===== config.mk =====
export PLATFORM = sky130hd
export DESIGN_NAME = statusProgSeq
export DESIGN_NICKNAME = d
export VERILOG_FILES = /design/src/rtl/statusProgPkg.sv /design/src/rtl/statusProgCtrl.sv /design/src/rtl/statusProgDp.sv /design/src/rtl/statusProgSeq.sv
export SDC_FILE = /design/constraint.sdc
export NUM_CORES = 1
export LEC_CHECK = 0
export ABC_AREA = 1
export BUFFER_PORTS_ARGS = -buffer_cell sky130_fd_sc_hd__buf_2
export CAP_MARGIN = 10
export CELL_PAD_IN_SITES_DETAIL_PLACEMENT = 0
export CELL_PAD_IN_SITES_GLOBAL_PLACEMENT = 1
export CORE_UTILIZATION = 50
export DETAILED_ROUTE_END_ITERATION = 12
export PLACE_DENSITY_LB_ADDON = 0.12
export SLEW_MARGIN = 20
export SYNTH_ARGS = -nofsm -noshare
export SYNTH_HDL_FRONTEND = slang
export SYNTH_HIERARCHICAL = 1
export SYNTH_SLANG_ARGS = --single-unit

===== constraint.sdc =====
create_clock -name clk -period 5.2 [get_ports clk]
set_input_delay 1.04 -clock clk [delete_from_list [all_inputs] [get_ports clk]]
set_output_delay 1.04 -clock clk [all_outputs]
set_load 0.05 [all_outputs]

===== src/rtl/statusProgPkg.sv =====
package statusProgPkg;

  localparam int ADDR_W = 16;
  localparam int BYTE_W = 8;

  typedef enum logic [2:0] {
    ST_IDLE,
    ST_ADDR_LO,
    ST_ADDR_HI,
    ST_DATA,
    ST_CRC_LO,
    ST_CRC_HI,
    ST_WAIT_PROG,
    ST_VERIFY
  } seqState_t;

  // strobes from control to datapath
  typedef struct packed {
    logic crcClear;     // restart check register from zero before the shift
    logic crcShift;     // shift rxByte into the check register
    logic crcLoadAddr;  // preset check register with low byte of next address
    logic latchAddrLo;
    logic latchAddrHi;
    logic latchData;
    logic doProgram;
    logic advance;
    logic sendCrcLo;
    logic sendCrcHi;
    logic sendVerify;
  } seqStrobe_t;

  // reflected CRC step over one byte, LSB first
  function automatic logic [15:0] crcByteStep(input logic [15:0] crcIn,
                                              input logic [7:0]  din,
                                              input logic [15:0] polyRefl);
    logic [15:0] c;
    logic        fb;
    c = crcIn;
    for (int i = 0; i < 8; i++) begin
      fb = c[0] ^ din[i];
      c  = c >> 1;
      if (fb) c = c ^ polyRefl;
    end
    return c;
  endfunction

endpackage


===== src/rtl/statusProgCtrl.sv =====
module statusProgCtrl
  import statusProgPkg::*;
#(
  parameter logic [7:0] CMD_CODE = 8'h55
) (
  input  logic       clk,
  input  logic       rstN,
  input  logic       busReset,
  input  logic       rxValid,
  input  logic [7:0] rxByte,
  input  logic       txReq,
  input  logic       progPulse,
  output seqState_t  state,
  output seqStrobe_t strb
);

  seqState_t nextState;

  always_comb begin
    nextState = state;
    strb      = '0;
    if (busReset) begin
      nextState = ST_IDLE;
    end else begin
      unique case (state)
        ST_IDLE: begin
          if (rxValid && rxByte == CMD_CODE) begin
            strb.crcClear = 1'b1;
            strb.crcShift = 1'b1;
            nextState     = ST_ADDR_LO;
          end
        end
        ST_ADDR_LO: begin
          if (rxValid) begin
            strb.latchAddrLo = 1'b1;
            strb.crcShift    = 1'b1;
            nextState        = ST_ADDR_HI;
          end
        end
        ST_ADDR_HI: begin
          if (rxValid) begin
            strb.latchAddrHi = 1'b1;
            strb.crcShift    = 1'b1;
            nextState        = ST_DATA;
          end
        end
        ST_DATA: begin
          if (rxValid) begin
            strb.latchData = 1'b1;
            strb.crcShift  = 1'b1;
            nextState      = ST_CRC_LO;
          end
        end
        ST_CRC_LO: begin
          if (txReq) begin
            strb.sendCrcLo = 1'b1;
            nextState      = ST_CRC_HI;
          end
        end
        ST_CRC_HI: begin
          if (txReq) begin
            strb.sendCrcHi = 1'b1;
            nextState      = ST_WAIT_PROG;
          end
        end
        ST_WAIT_PROG: begin
          if (progPulse) begin
            strb.doProgram = 1'b1;
            nextState      = ST_VERIFY;
          end
        end
        ST_VERIFY: begin
          if (txReq) begin
            strb.sendVerify  = 1'b1;
            strb.advance     = 1'b1;
            strb.crcLoadAddr = 1'b1;
            nextState        = ST_DATA;
          end
        end
        default: nextState = ST_IDLE;
      endcase
    end
  end

  always_ff @(posedge clk or negedge rstN) begin
    if (!rstN) state <= ST_IDLE;
    else       state <= nextState;
  end

endmodule


===== src/rtl/statusProgDp.sv =====
module statusProgDp
  import statusProgPkg::*;
#(
  parameter int          STATUS_BYTES = 8,
  parameter logic [15:0] CRC_POLY     = 16'hA001
) (
  input  logic                      clk,
  input  logic                      rstN,
  input  seqStrobe_t                strb,
  input  logic [7:0]                rxByte,
  output logic                      txValid,
  output logic [7:0]                txByte,
  output logic [ADDR_W-1:0]         curAddr,
  output logic [STATUS_BYTES*8-1:0] memFlat
);

  localparam int IDX_W = (STATUS_BYTES > 1) ? $clog2(STATUS_BYTES) : 1;
  localparam logic [ADDR_W-1:0] LIMIT = ADDR_W'(STATUS_BYTES);

  logic [ADDR_W-1:0] addrReg;
  logic [15:0]       crcReg;
  logic [7:0]        dataReg;
  logic [7:0]        mem [STATUS_BYTES];

  logic              inRange;
  logic [IDX_W-1:0]  idx;
  logic [ADDR_W-1:0] addrNext;
  logic [15:0]       crcBase;

  assign inRange  = addrReg < LIMIT;
  assign idx      = addrReg[IDX_W-1:0];
  assign addrNext = addrReg + 1'b1;
  assign crcBase  = strb.crcClear ? 16'h0000 : crcReg;
  assign curAddr  = addrReg;

  // address, data and check register
  always_ff @(posedge clk or negedge rstN) begin
    if (!rstN) begin
      addrReg <= '0;
      dataReg <= '0;
      crcReg  <= '0;
    end else begin
      if (strb.latchAddrLo) addrReg[7:0]        <= rxByte;
      if (strb.latchAddrHi) addrReg[ADDR_W-1:8] <= rxByte;
      if (strb.advance)     addrReg             <= addrNext;
      if (strb.latchData)   dataReg             <= rxByte;
      if (strb.crcLoadAddr) crcReg <= {8'h00, addrNext[7:0]};
      else if (strb.crcShift) crcReg <= crcByteStep(crcBase, rxByte, CRC_POLY);
    end
  end

  // status array: restored only by power-on reset
  always_ff @(posedge clk or negedge rstN) begin
    if (!rstN) begin
      for (int i = 0; i < STATUS_BYTES; i++) mem[i] <= 8'hFF;
    end else if (strb.doProgram && inRange) begin
      mem[idx] <= mem[idx] & dataReg;
    end
  end

  // response byte
  always_ff @(posedge clk or negedge rstN) begin
    if (!rstN) begin
      txValid <= 1'b0;
      txByte  <= '0;
    end else begin
      txValid <= strb.sendCrcLo | strb.sendCrcHi | strb.sendVerify;
      if (strb.sendCrcLo)       txByte <= ~crcReg[7:0];
      else if (strb.sendCrcHi)  txByte <= ~crcReg[15:8];
      else if (strb.sendVerify) txByte <= inRange ? mem[idx] : 8'hFF;
    end
  end

  for (genvar g = 0; g < STATUS_BYTES; g++) begin : gFlat
    assign memFlat[g*8 +: 8] = mem[g];
  end

endmodule


===== src/rtl/statusProgSeq.sv =====
module statusProgSeq
  import statusProgPkg::*;
#(
  parameter int          STATUS_BYTES = 8,
  parameter logic [7:0]  CMD_CODE     = 8'h55,
  parameter logic [15:0] CRC_POLY     = 16'hA001
) (
  input  logic       clk,
  input  logic       rstN,
  input  logic       busReset,
  input  logic       rxValid,
  input  logic [7:0] rxByte,
  input  logic       txReq,
  output logic       txValid,
  output logic [7:0] txByte,
  input  logic       progPulse
);

  seqState_t                 seqState;
  seqStrobe_t                seqStrb;
  logic [ADDR_W-1:0]         curAddr;
  logic [STATUS_BYTES*8-1:0] memFlat;

  statusProgCtrl #(.CMD_CODE(CMD_CODE)) u_ctrl (
    .clk      (clk),
    .rstN     (rstN),
    .busReset (busReset),
    .rxValid  (rxValid),
    .rxByte   (rxByte),
    .txReq    (txReq),
    .progPulse(progPulse),
    .state    (seqState),
    .strb     (seqStrb)
  );

  statusProgDp #(.STATUS_BYTES(STATUS_BYTES), .CRC_POLY(CRC_POLY)) u_dp (
    .clk     (clk),
    .rstN    (rstN),
    .strb    (seqStrb),
    .rxByte  (rxByte),
    .txValid (txValid),
    .txByte  (txByte),
    .curAddr (curAddr),
    .memFlat (memFlat)
  );

endmodule


=== Yosys cells after proc, flatten, opt, wreduce, memory -nomap -nowiden ===
Cells that the tools add are included.

* Memories kept: 0
* Register bits after elaboration: 116
* Memory bits (read-only): 0
* Input bits: 14
* RAM bits: 0
* Output and inout bits: 9
* Latch bits: 0
* Word-level logic and storage cells: 129

* Add/sub/neg operators: 1
* Bitwise logic cells: 22
* Equality and inequality tests: 16
* Magnitude comparators: 3
* Reduce and logical (&&, ||, !) cells: 10
* Muxes and demuxes: 62
* Div/mod/pow operators: 0
* $mul: 0
* Shift operators: 0

{| class="wikitable"
|+ Operators by type and width
! operator !! count
|-
| two-way mux 16 bit || 26
|-
| two-way mux 8 bit || 9
|-
| bitwise mux 64 bit || 1
|-
| two-way mux 3 bit || 9
|-
| binary-select mux 8 bit (select 3 bit) || 1
|-
| demux 8 bit (select 3 bit) || 1
|-
| NOT 2 -> 3 bit || 8
|-
| case mux 3 bit (8 select lines) || 1
|-
| inequality test 3 bit (second input constant) || 7
|-
| adder 16 x 1 -> 16 bit (second input constant) || 1
|-
| less-than comparator 16 x 4 -> 1 bit (second input constant) || 1
|-
| NOT 8 bit || 2
|-
| == test 3 bit (second input constant) || 4
|-
| two-way mux 1 bit || 11
|-
| two-way mux 11 bit || 1
|-
| bitwise AND 8 bit || 1
|-
| == test 8 x 7 -> 1 bit (second input constant) || 1
|-
| AND reduction 8 bit || 1
|-
| bitwise XOR 1 bit || 8
|-
| == test 3 x 2 -> 1 bit (second input constant) || 2
|-
| nonzero test 2 bit || 3
|-
| greater-or-equal comparator 4 bit (second input constant) || 1
|-
| less-than comparator 4 x 1 -> 1 bit (second input constant) || 1
|-
| NOT 3 -> 4 bit || 1
|-
| other kinds (9) || 12
|}

=== Longest topological paths before layout ===
* Depth after elaboration: 38
* Gate-level depth with buffers: 24
* Gate-level depth less buffers: 24

=== Cells and area by module ===
The synthesis kept the hierarchy.

{| class="wikitable"
|+ Modules (own cells, without submodules)
! module !! cells each !! seq. area each (sq um) !! times used !! area an instance (sq um)
|-
| statusProgDp || 680 || 2,907.8 || 1 || 5,750.5
|-
| statusProgCtrl || 61 || 75.1 || 1 || 351.6
|}

=== Worst setup path after synthesis ===
Ideal clock, no wire load.

* Path type: in2reg
* Start: in rxByte[1]
* End: reg u_dp.crcReg[0]
* Arrival time: 2.975 ns
* Library setup time: 0.117 ns
* Buffers on the path: 1
* Stages on the path: 20
* Required time: 5.083 ns
* Path slack: 2.108 ns
* Cells stage by stage: inv_1 nand2_1 nor2_1 nand3_1 nor2_1 inv_2 buf_6 nand2_8 xor2_2 nand3_2 nand3_2 nand2_4 nand2_4 nand3_2 nand3_1 nand3_2 nand3b_1 nand3_1 nand2_1 nand2_1

{| class="wikitable"
|+ RTL lines
! item !! line !! text
|-
| start, declared || statusProgSeq.sv:12 || <nowiki>input logic [7:0] rxByte,</nowiki>
|-
| end signal, assigned || statusProgDp.sv:47 || <nowiki>if (strb.crcLoadAddr) crcReg <= {8'h00, addrNext[7:0]};</nowiki>
|-
| end signal, assigned || statusProgDp.sv:48 || <nowiki>else if (strb.crcShift) crcReg <= crcByteStep(crcBase, rxByte, CRC_POLY);</nowiki>
|-
| end, declared || statusProgDp.sv:21 || <nowiki>logic [15:0] crcReg;</nowiki>
|}

==> impl_metrics.toml <==
[status]
outcome = "complete, no violations"

[power]
peakVddDrop_mv = 0.263
pwr-share-clk_pct = 30.0
p_int_mw = 2.28
p_switching_mw = 1.51
p_total_mw = 3.79
p_comb_share_pct = 36.2
swShare_pct = 39.9
p_leak_nw = 3.10
p_per_area_mw_per_mm2 = 547
seqPwrFrac_pct = 33.8

[finish]
regArea_mm2 = 0.00298
multiInputGateArea_mm2 = 0.00272
fin_nets = 785
num_antenna_cells = 0
final_layout_size_suffix_gt1_share_pct = 20.3
fillers = 1077
final_util_pct = 59.3
syn_to_final_growth_pct = 13.4

[synthesis]
synth_flop_cell = "dfstp_2"
yosysTopAreaCellShare_pct = 27.6
netlist_top_cells_area = "dfstp_2 (28%), dfrtp_1 (21%), nand2_1 (14%)"
netlist_area_mm2 = 0.00610
synthCells = 741
synth_top_cell_by_area = "dfstp_2"
synth_area_per_cell_um2 = 8.23
ys_seq_area_share_pct = 48.9
synth_edf_count = 0
synth_cell_type_count = 43
yosysWarnings = 6
synthArstFlopShare_pct = 100
ys_seq_elements = 116
synth_fp_nets = 756

[sta]
relSlewSlack_pct = 37.1
clock_skew_ns = 0.00806
setup_viol = 0
fin_crit_ns = 3.44
tns_ns = 0
fmax_mhz = 291
slew_violations = 0
worst_pin_slew_ns = 0.940
finalCritPeriodShare_pct = 66.1
rsz0062_at_grt = "false"
hold_viol = 0

[cts]
htreeDepth = 4
clock_sinks = 116
clk_latency_ns = 0.41
root_buffer = "clkbuf_16"
hold_buffers = 0
max-clock-path-buffers = 2
numCtsBuffers = 17
cts_setup_buffers = 0
cts_resized = 0
cts_tree = "built"
path_clk_slew_ns = 0.05

[drt]
drtIter0Drc = 429
drc = 0
first_pass_iters = 5
drtAntennaViolNets = 0
wl_per_cell_um = 17.2
via_per_inst = 5.64
wl_um = 15900
num_vias = 5227

[worst_setup_path]
worstSetupStartpointType = "input pin"
reg2regPathDepth = 22
required_ns = 5.51
r2r_slack_ns = 2.07
crit_type = "in2reg"
arrival_ns = 3.74
end_kind = "register"
r2r_start = "u_ctrl/state[0]$_DFFE_PN0P_"
worstSetupStartpoint = "rxByte[4]"
worstSetupEndpoint = "u_dp/crcReg[0]$_DFFE_PN0P_"
cp_max_fo = 13
r2r-end = "u_dp/crcReg[0]$_DFFE_PN0P_"

[min_path]
min_path_type = "reg2reg"
hold_depth = 2

[global_route]
grt_max_degree = 69
grt_pass1_wl_um = 26300
grt_usage_pct = 27.3
first_global_vias = 5101
grt_overflow_total = 0
antenna_found_initial = 0

[placed_design]
globalplace.congestion = 0.888
numPortBuffers = 22
dp_hpwl_um = 11700

[die]
initial_utilization_pct = 52.3
dieArea_mm2 = 0.0126
die_y_um = 112
core_area_mm2 = 0.0117
fp.dieW_um = 112
io-pin-count = 23
fp-row-count = 39

[flow_run]
maxCapViolCount = 0
==> metal layers <==
layer / global-route usage (%) / vias up / wire (um)
li1: - / 2512 / -
met1: 39.0 / 2536 / 7580
met2: 41.4 / 164 / 7240
met3: 6.32 / 15 / 958
met4: 8.27 / 0 / 158
met5: 0 / - / 0
==> worst max-delay path, cell delays in order <==
cell,delay (ns)
buf_2,0.21
nand2_1,0.08
nor2_1,0.09
nand3_1,0.11
nor2_1,0.42
inv_2,0.25
nand3_1,0.14
nand2_2,0.08
nand2_1,0.13
nand2_2,0.09
nand2_1,0.09
nand3_2,0.12
nand2_4,0.13
nand2_2,0.07
nand3_2,0.10
nand2_2,0.10
nand2_2,0.09
nand3_2,0.10
nand3b_1,0.11
nand3_1,0.07
nand2_1,0.06
nand2_1,0.04
==> synthesized netlist by cell type (4+ instances only) <==
library cell / instances
a21oi_1: 16
a221oi_1: 7
a22oi_1: 7
buf_2: 8
clkbuf_1: 5
dfrtp_1: 52
dfstp_2: 64
inv_1: 73
inv_2: 9
nand2_1: 223
nand2_2: 9
nand3_1: 33
nand3_2: 11
nand4_1: 8
nor2_1: 49
nor2_2: 4
nor3_1: 4
o211ai_1: 14
o21ai_0: 68
o21ai_1: 7
o221ai_1: 9
o22ai_1: 10
xnor2_1: 4
xor2_1: 17
==> placed cells by master, fill, tap and decap left out, drive strengths merged, types with 2 or more instances in the layout <==
cell type,netlist,routed
nor3,5,5
a22oi,7,7
inv,82,82
o311ai,3,3
a221oi,7,7
dfstp,64,64
nor4,2,2
o221ai,9,9
xor2,19,19
or4,2,2
buf,11,26
nand4,8,8
o21ai,75,75
o211ai,14,14
xnor2,5,5
o2111ai,2,2
clkinv,2,4
nor2,54,54
clkbuf,5,28
bufinv,0,2
o22ai,10,10
a21oi,16,16
nand3,44,44
nand2,236,236
dfrtp,52,52
a32o,2,2
==> cell families (layout without fill, tap and decap cells) <==
logic type | after synthesis | in the layout | share of synthesized area, %
flops | 116 | 116 | 48.9
xor+xnor | 24 | 24 | 4.00
compound gates | 148 | 148 | 14.8
fa+ha+maj | 1 | 1 | 0.205
simple gates | 352 | 352 | 25.5
buf+inv | 100 | 142 | 6.56
==> worst min-delay path by stage <==
stage	to	slack (ns)	start
after detailed placement	u_dp/memFlat[20]$_DFFE_PN1P_	0.46	u_dp/memFlat[20]$_DFFE_PN1P_
after global routing	u_dp/memFlat[44]$_DFFE_PN1P_	0.49	u_dp/memFlat[44]$_DFFE_PN1P_
after CTS	u_dp/memFlat[16]$_DFFE_PN1P_	0.47	u_dp/memFlat[16]$_DFFE_PN1P_
after global placement	u_dp/memFlat[17]$_DFFE_PN1P_	0.46	u_dp/memFlat[17]$_DFFE_PN1P_
final	u_dp/memFlat[60]$_DFFE_PN1P_	0.47	u_dp/memFlat[60]$_DFFE_PN1P_
after floorplan	u_dp/memFlat[32]$_DFFE_PN1P_	0.44	u_dp/memFlat[32]$_DFFE_PN1P_
==> metrics by stage <==
step / hold WS (ns) / area [um2] / setup WS [ns] / std cells
after floorplan: 0.445 / 6100 / 2.11 / 741
after global placement: 0.456 / 6340 / 1.54 / 894
after detailed placement: 0.460 / 6340 / 1.37 / 894
after CTS: 0.470 / 6920 / 1.80 / 926
after global routing: 0.488 / 6920 / 1.48 / 926
final: 0.466 / 6920 / 1.76 / 926
==> sequential cells by signal, summed over array words and instances (netlist names) <==
register,cells
u_ctrl/state,3
u_dp/crcReg,16
u_dp/curAddr,16
u_dp/dataReg,8
u_dp/memFlat,64
u_dp/txByte,8
u_dp/txValid,1
==> final cells by class <==
cell class	instances	area share [%]
flip-flops and latches	116	43.1
clock buffers	28	7.33
repair buffers	26	2.06
multi-input cells	525	39.3
clock inverters	4	1.01
well taps	143	2.59
inverters	84	4.56
==> power groups by stage <==
stage                     Combinational, mW  Clock, mW  Sequential (mW)
after floorplan                       0.910          0             1.33
after global routing                   1.51       1.19             1.30
after CTS                              1.36       1.15             1.28
after detailed placement               1.35          0             1.28
after global placement                 1.33          0             1.28
final                                  1.37       1.14             1.28
(Power assumes the default switching activity.)
